### src/rtl/timer_pair_pkg.sv
package timer_pair_pkg;
  // strobes from control to datapath
  typedef struct packed {
    logic [1:0] cntEn;   // count event for each channel (cascade: bit 0 drives the pair)
    logic [1:0] clr;     // clear counter on start from idle
    logic       cascade; // 16-bit mode
  } tpStrobe_t;
endpackage

### src/rtl/timer_pair_ctrl.sv
module timer_pair_ctrl
  import timer_pair_pkg::*;
(
  input  logic       clk,
  input  logic       rstN,
  input  logic       tick,
  input  logic       extClk,
  input  logic [1:0] clkSel,
  input  logic       cascade,
  input  logic [1:0] oneShot,
  input  logic [1:0] swStart,
  input  logic [1:0] swStop,
  input  logic       trig,
  input  logic [1:0] trigStartEn,
  input  logic [1:0] trigStopEn,
  input  logic [1:0] match,
  output tpStrobe_t  strobe,
  output logic [1:0] running
);
  logic       extPrev, trigPrev;
  logic       extRise, trigRise;
  logic [1:0] evt, startReq, stopReq, active, clrRaw, runQ, runD;

  assign extRise  = extClk & ~extPrev;
  assign trigRise = trig & ~trigPrev;

  for (genvar i = 0; i < 2; i++) begin : g_ch
    // in cascade mode channel 0 is slaved to channel 1
    assign active[i]   = (i == 0) ? ~cascade : 1'b1;
    assign evt[i]      = clkSel[i] ? extRise : tick;
    assign startReq[i] = swStart[i] | (trigRise & trigStartEn[i] & ~runQ[i]);
    assign stopReq[i]  = swStop[i]  | (trigRise & trigStopEn[i]  &  runQ[i]);
    assign clrRaw[i]   = active[i] & ~runQ[i] & startReq[i] & ~stopReq[i];
    assign runD[i] = !active[i]                          ? 1'b0 :
                     stopReq[i]                          ? 1'b0 :
                     (!runQ[i] && startReq[i])           ? 1'b1 :
                     (runQ[i] && oneShot[i] && match[i]) ? 1'b0 :
                                                           runQ[i];

    p_stop_wins_r7: assert property (@(posedge clk) disable iff (!rstN)
      swStop[i] |=> !runQ[i]);
    p_oneshot_end_r4: assert property (@(posedge clk) disable iff (!rstN)
      (runQ[i] && oneShot[i] && match[i] && !swStart[i]) |=> !runQ[i]);
  end

  always_ff @(posedge clk or negedge rstN) begin
    if (!rstN) begin
      extPrev  <= 1'b0;
      trigPrev <= 1'b0;
      runQ     <= '0;
    end else begin
      extPrev  <= extClk;
      trigPrev <= trig;
      runQ     <= runD;
    end
  end

  assign strobe.cascade = cascade;
  assign strobe.cntEn   = cascade ? {1'b0, runQ[1] & evt[1]} : (runQ & evt);
  assign strobe.clr     = cascade ? {clrRaw[1], clrRaw[1]} : clrRaw;
  assign running        = runQ;

  p_casc_low_idle_r5: assert property (@(posedge clk) disable iff (!rstN)
    cascade |=> !runQ[0]);
endmodule

### src/rtl/timer_pair_dp.sv
module timer_pair_dp
  import timer_pair_pkg::*;
#(
  parameter int W = 8
) (
  input  logic         clk,
  input  logic         rstN,
  input  tpStrobe_t    strobe,
  input  logic [W-1:0] period0,
  input  logic [W-1:0] period1,
  output logic [1:0]   match,
  output logic [1:0]   irq,
  output logic [1:0]   togOut
);
  localparam logic [W-1:0] ONE = W'(1);
  localparam logic [W-1:0] TOP = '1;

  logic [W-1:0] cnt0, cnt1, cnt0D, cnt1D;
  logic         hitLo, hitHi, hitWide, anyClr;
  logic [1:0]   irqQ, togQ;

  always_comb begin
    hitLo   = strobe.cntEn[0] && (cnt0 == period0);
    hitHi   = strobe.cntEn[1] && (cnt1 == period1);
    hitWide = strobe.cntEn[0] && (cnt0 == period0) && (cnt1 == period1);
    match   = strobe.cascade ? {hitWide, 1'b0} : {hitHi, hitLo};
    anyClr  = strobe.clr[0] | strobe.clr[1];
    cnt0D   = cnt0;
    cnt1D   = cnt1;
    if (strobe.cascade) begin
      if (anyClr || hitWide) begin
        cnt0D = '0;
        cnt1D = '0;
      end else if (strobe.cntEn[0]) begin
        cnt0D = cnt0 + ONE;
        if (cnt0 == TOP) cnt1D = cnt1 + ONE;  // low byte carry
      end
    end else begin
      if (strobe.clr[0] || hitLo)  cnt0D = '0;
      else if (strobe.cntEn[0])    cnt0D = cnt0 + ONE;
      if (strobe.clr[1] || hitHi)  cnt1D = '0;
      else if (strobe.cntEn[1])    cnt1D = cnt1 + ONE;
    end
  end

  always_ff @(posedge clk or negedge rstN) begin
    if (!rstN) begin
      cnt0 <= '0;
      cnt1 <= '0;
      irqQ <= '0;
      togQ <= '0;
    end else begin
      cnt0 <= cnt0D;
      cnt1 <= cnt1D;
      irqQ <= match;
      togQ <= togQ ^ match;
    end
  end

  assign irq    = irqQ;
  assign togOut = togQ;

  p_wrap_zero_r2: assert property (@(posedge clk) disable iff (!rstN)
    (!strobe.cascade && hitLo) |=> (cnt0 == '0));
  p_wide_wrap_r5: assert property (@(posedge clk) disable iff (!rstN)
    (strobe.cascade && hitWide) |=> (cnt0 == '0 && cnt1 == '0));
  p_casc_quiet_r5: assert property (@(posedge clk) disable iff (!rstN)
    strobe.cascade |=> !irqQ[0]);

  for (genvar i = 0; i < 2; i++) begin : g_tog
    p_tog_with_irq_r6: assert property (@(posedge clk) disable iff (!rstN)
      (togQ[i] != $past(togQ[i])) |-> irqQ[i]);
  end
endmodule

### src/rtl/timer_pair.sv
module timer_pair
  import timer_pair_pkg::*;
#(
  parameter int W = 8
) (
  input  logic         clk,
  input  logic         rstN,
  input  logic         tick,
  input  logic         extClk,
  input  logic [1:0]   clkSel,
  input  logic         cascade,
  input  logic [1:0]   oneShot,
  input  logic [1:0]   swStart,
  input  logic [1:0]   swStop,
  input  logic         trig,
  input  logic [1:0]   trigStartEn,
  input  logic [1:0]   trigStopEn,
  input  logic [W-1:0] period0,
  input  logic [W-1:0] period1,
  output logic [1:0]   irq,
  output logic [1:0]   togOut,
  output logic [1:0]   running
);
  tpStrobe_t  strobe;
  logic [1:0] match;

  timer_pair_ctrl u_ctrl (
    .clk(clk), .rstN(rstN), .tick(tick), .extClk(extClk), .clkSel(clkSel),
    .cascade(cascade), .oneShot(oneShot), .swStart(swStart), .swStop(swStop),
    .trig(trig), .trigStartEn(trigStartEn), .trigStopEn(trigStopEn),
    .match(match), .strobe(strobe), .running(running)
  );

  timer_pair_dp #(.W(W)) u_dp (
    .clk(clk), .rstN(rstN), .strobe(strobe), .period0(period0),
    .period1(period1), .match(match), .irq(irq), .togOut(togOut)
  );
endmodule

### config.mk
export PLATFORM = sky130hd
export DESIGN_NAME = timer_pair
export DESIGN_NICKNAME = d
export VERILOG_FILES = /design/src/rtl/timer_pair_pkg.sv /design/src/rtl/timer_pair_ctrl.sv /design/src/rtl/timer_pair_dp.sv /design/src/rtl/timer_pair.sv
export SDC_FILE = /design/constraint.sdc
export NUM_CORES = 1
export LEC_CHECK = 0
export ABC_CLOCK_PERIOD_IN_PS = 3700
export BUFFER_PORTS_ARGS = -buffer_cell sky130_fd_sc_hd__clkbuf_2
export CORE_MARGIN = 2
export CORE_UTILIZATION = 40
export DETAILED_ROUTE_END_ITERATION = 7
export PLACE_DENSITY = 0.71
export SLEW_MARGIN = 20
export SYNTH_ARGS = -nofsm -noshare
export SYNTH_HDL_FRONTEND = slang
export SYNTH_SLANG_ARGS = --single-unit
### constraint.sdc
create_clock -name clk -period 3.7 [get_ports clk]
set_clock_uncertainty 0.05 [all_clocks]
set_input_delay 0.555 -clock clk [delete_from_list [all_inputs] [get_ports clk]]
set_output_delay 0.555 -clock clk [all_outputs]
set_load 0.03 [all_outputs]
==> impl_metrics.csv <==
group,metric,value,unit
setup_path,path_cells,"xor2_1, nor4_1, nand2_2, o41ai_4, nor3b_4, a2bb2o_1",
hold_path,min_path_type,"primary input to async pin",
grt,grt_pass1_vias,1107,
sta,finalSetupTns,0,ns
layout,fin_nets,220,
drt,dr.pass1.iters,4,
layout,n_antenna_cell,0,
run_status,status,"completed",
synthesis,yosys_warnings,0,
power,power_leakage,0.9324,nW
sta,finalMaxSlewViolations,0,
floorplan,die_area,4186,µm²
sta,rsz0062_at_grt,"no",
drt,wl_per_cell,12.16,µm
power,power_density,362.8,nW/µm²
synthesis,synth_area,1474,µm²
clock_network,clockBufferDepth,2,
synthesis,yosys-top-cells-count,"dfrtp_1, xor2_1, nor2_1",
grt,grt_pass1_wl,4.919,mm
layout,multi_input_area,845.8,µm²
synthesis,avgSynthCellArea,10.38,µm²
setup_path,cp_num_buf_inv,0,
floorplan,dieWidth,64.70,µm
sta,setup_viol,0,
setup_path,critical_path_required,3.85,ns
drt,vias_per_cell,4.974,
clock_network,cts_resized,0,
drt,initialDrtViolationCount,59,
synthesis,synth_cell_types,39,
setup_path,end_kind,"register",
setup_path,cpMaxStageDelayCell,"o41ai_4",
clock_network,clk_pin_slew,0.08,ns
layout,regArea,600.6,µm²
synthesis,synth_top_area_share,40.75,%
setup_path,slowest_delay,0.55,ns
placement,pre_cts_slack,0.9945,ns
clock_network,hold_buffers,0,
synthesis,synthFlopType,"dfrtp_1",
sta,period_needed,2.501,ns
clock_network,cts_tree,"done",
drt,postRouteAntennaNets,0,
floorplan,die_h,64.70,µm
clock_network,numCtsBuffers,3,
grt,antenna_found_initial,0,
grt,grt_overflow,0,
grt,groute.usage.overall,14.70,%
synthesis,synthTopCellsByArea,"dfrtp_1, xor2_1, nor2_1, o31ai_1, a22o_1",
placement,routabilityCongestion,0.7364,
setup_path,crit_type,"register to register",
power,irDropWorstVdd,0.1453,mV
sta,worst_pin_slew,0.6982,ns
setup_path,critPathLaunchType,"register",
synthesis,yosysSeqAreaShare,40.75,%
layout,drive_gt1_share,29.51,%
sta,relSlewSlack,53.37,%
clock_network,root_buffer,"clkbuf_8",
drt,drt-total-wl,2.808,mm
placement,dp_hpwl,2.221,mm
clock_network,clk_latency,0.26,ns
floorplan,start_util,40.87,%
layout,area_growth,20.46,%
flow_run,drv_cap,0,
clock_network,post_cts_buffers,0,
synthesis,ys_ff_latch,24,
sta,max_freq,0.3998,GHz
synthesis,async_flop_share,100.0,%
sta,finalHoldViolCount,0,
setup_path,crit_arrival,2.66,ns
power,p_total,644.2,µW
sta,period_share,67.60,%
layout,nFillCells,355,
synthesis,synth_edf_count,0,
drt,vias,1149,
sta,worst_slack,1.199,ns
clock_network,htreeDepth,1,
synthesis,syn_nets,178,
floorplan,core,3606,µm²
synthesis,synthCells,142,
grt,grt_max_degree,25,
floorplan,core.rowCount,22,
clock_network,cts_sinks,24,
setup_path,crit_fanout,9,
drt,drc,0,
synthesis,synth_top_area_cell,"dfrtp_1",
placement,port_buffers,39,
setup_path,path_delay_family,"simple AND/OR/NAND/NOR gates",
synthesis,yosysMostFrequentCell,"dfrtp_1",
floorplan,ioPinCount,40,
## sequential cells by signal, indices dropped and copies added (netlist names)
register / count
u_dp.cnt1: 8
u_ctrl.running: 2
u_ctrl.trigPrev: 1
u_dp.togOut: 2
u_dp.cnt0: 8
u_ctrl.extPrev: 1
u_dp.irq: 2
## stage by stage
step	util (%)	hold WS (ns)	instance area [µm²]	std cells
2_1_floorplan	-	0.2094	1474	142
3_3_place_gp	47.71	0.4070	1720	227
3_5_place_dp	47.71	0.4131	1720	227
4_1_cts	49.24	0.2464	1775	231
5_1_grt	49.24	0.2778	1775	231
6_report	49.24	0.2273	1775	231
## logic make-up after synthesis
logic type	Yosys count	share of synthesized area [%]
and+or+nand+nor	56	23.43
muxes	1	0.6791
xor gates and xnor gates	25	14.86
DFF	24	40.75
adders and majority gates	2	1.698
AOI/OAI and AO/OA	27	16.72
buffers and inverters	7	1.867
## worst paths after layout
path | start | end | slack [ns] | cells after the start
setup / recovery | u_dp.cnt1[2] | u_dp.cnt1[1] | 1.20 | 6
hold / removal | rstN | u_dp.togOut[0] | 0.23 | 1
setup reg to reg | u_dp.cnt1[2] | u_dp.cnt1[1] | 1.20 | 6
hold reg to reg | u_dp.togOut[0] | u_dp.togOut[0] | 0.42 | 1
max in group asynchronous | rstN | u_dp.cnt0[4] | 2.99 | 1
min in group clk | trig | u_ctrl.trigPrev | 0.38 | 1
## cell type report
class | count | share of cell area [%]
multi-input cells | 111 | 47.64
flip-flops and latches | 24 | 33.83
inverters | 5 | 1.057
well taps | 48 | 3.383
clock buffers | 4 | 3.101
repair buffers | 39 | 10.99
## report_power, final
part	total [mW]	internal, mW	switching (mW)
Sequential	0.332	0.289	0.0425
Clock	0.172	0.0948	0.0769
Combinational	0.141	0.0695	0.0714
## layer usage
layer,up-vias,wire length (µm),track usage [%]
met5,-,0,0
met4,0,14,2.394
met3,2,115,2.604
met2,23,1306,24.36
met1,534,1371,20.40
li1,590,-,-
## layout by cell type, fill, tap and decap left out, types with 2 or more instances in the layout
cell type	instances
inv_1	5
xnor2_1	5
nor2b_1	7
a21oi_1	3
xor2_1	20
clkbuf_2	39
nand2b_1	2
clkbuf_8	4
ha_1	2
and3_1	4
nand3b_1	3
nor3_1	3
nor4_1	3
nand3_1	3
o31ai_1	7
nor4_4	2
nor2_1	14
nand2_2	2
dfrtp_1	24
a22o_1	6
nand2_1	7
Note: power is estimated with default switching activity, not from simulation.
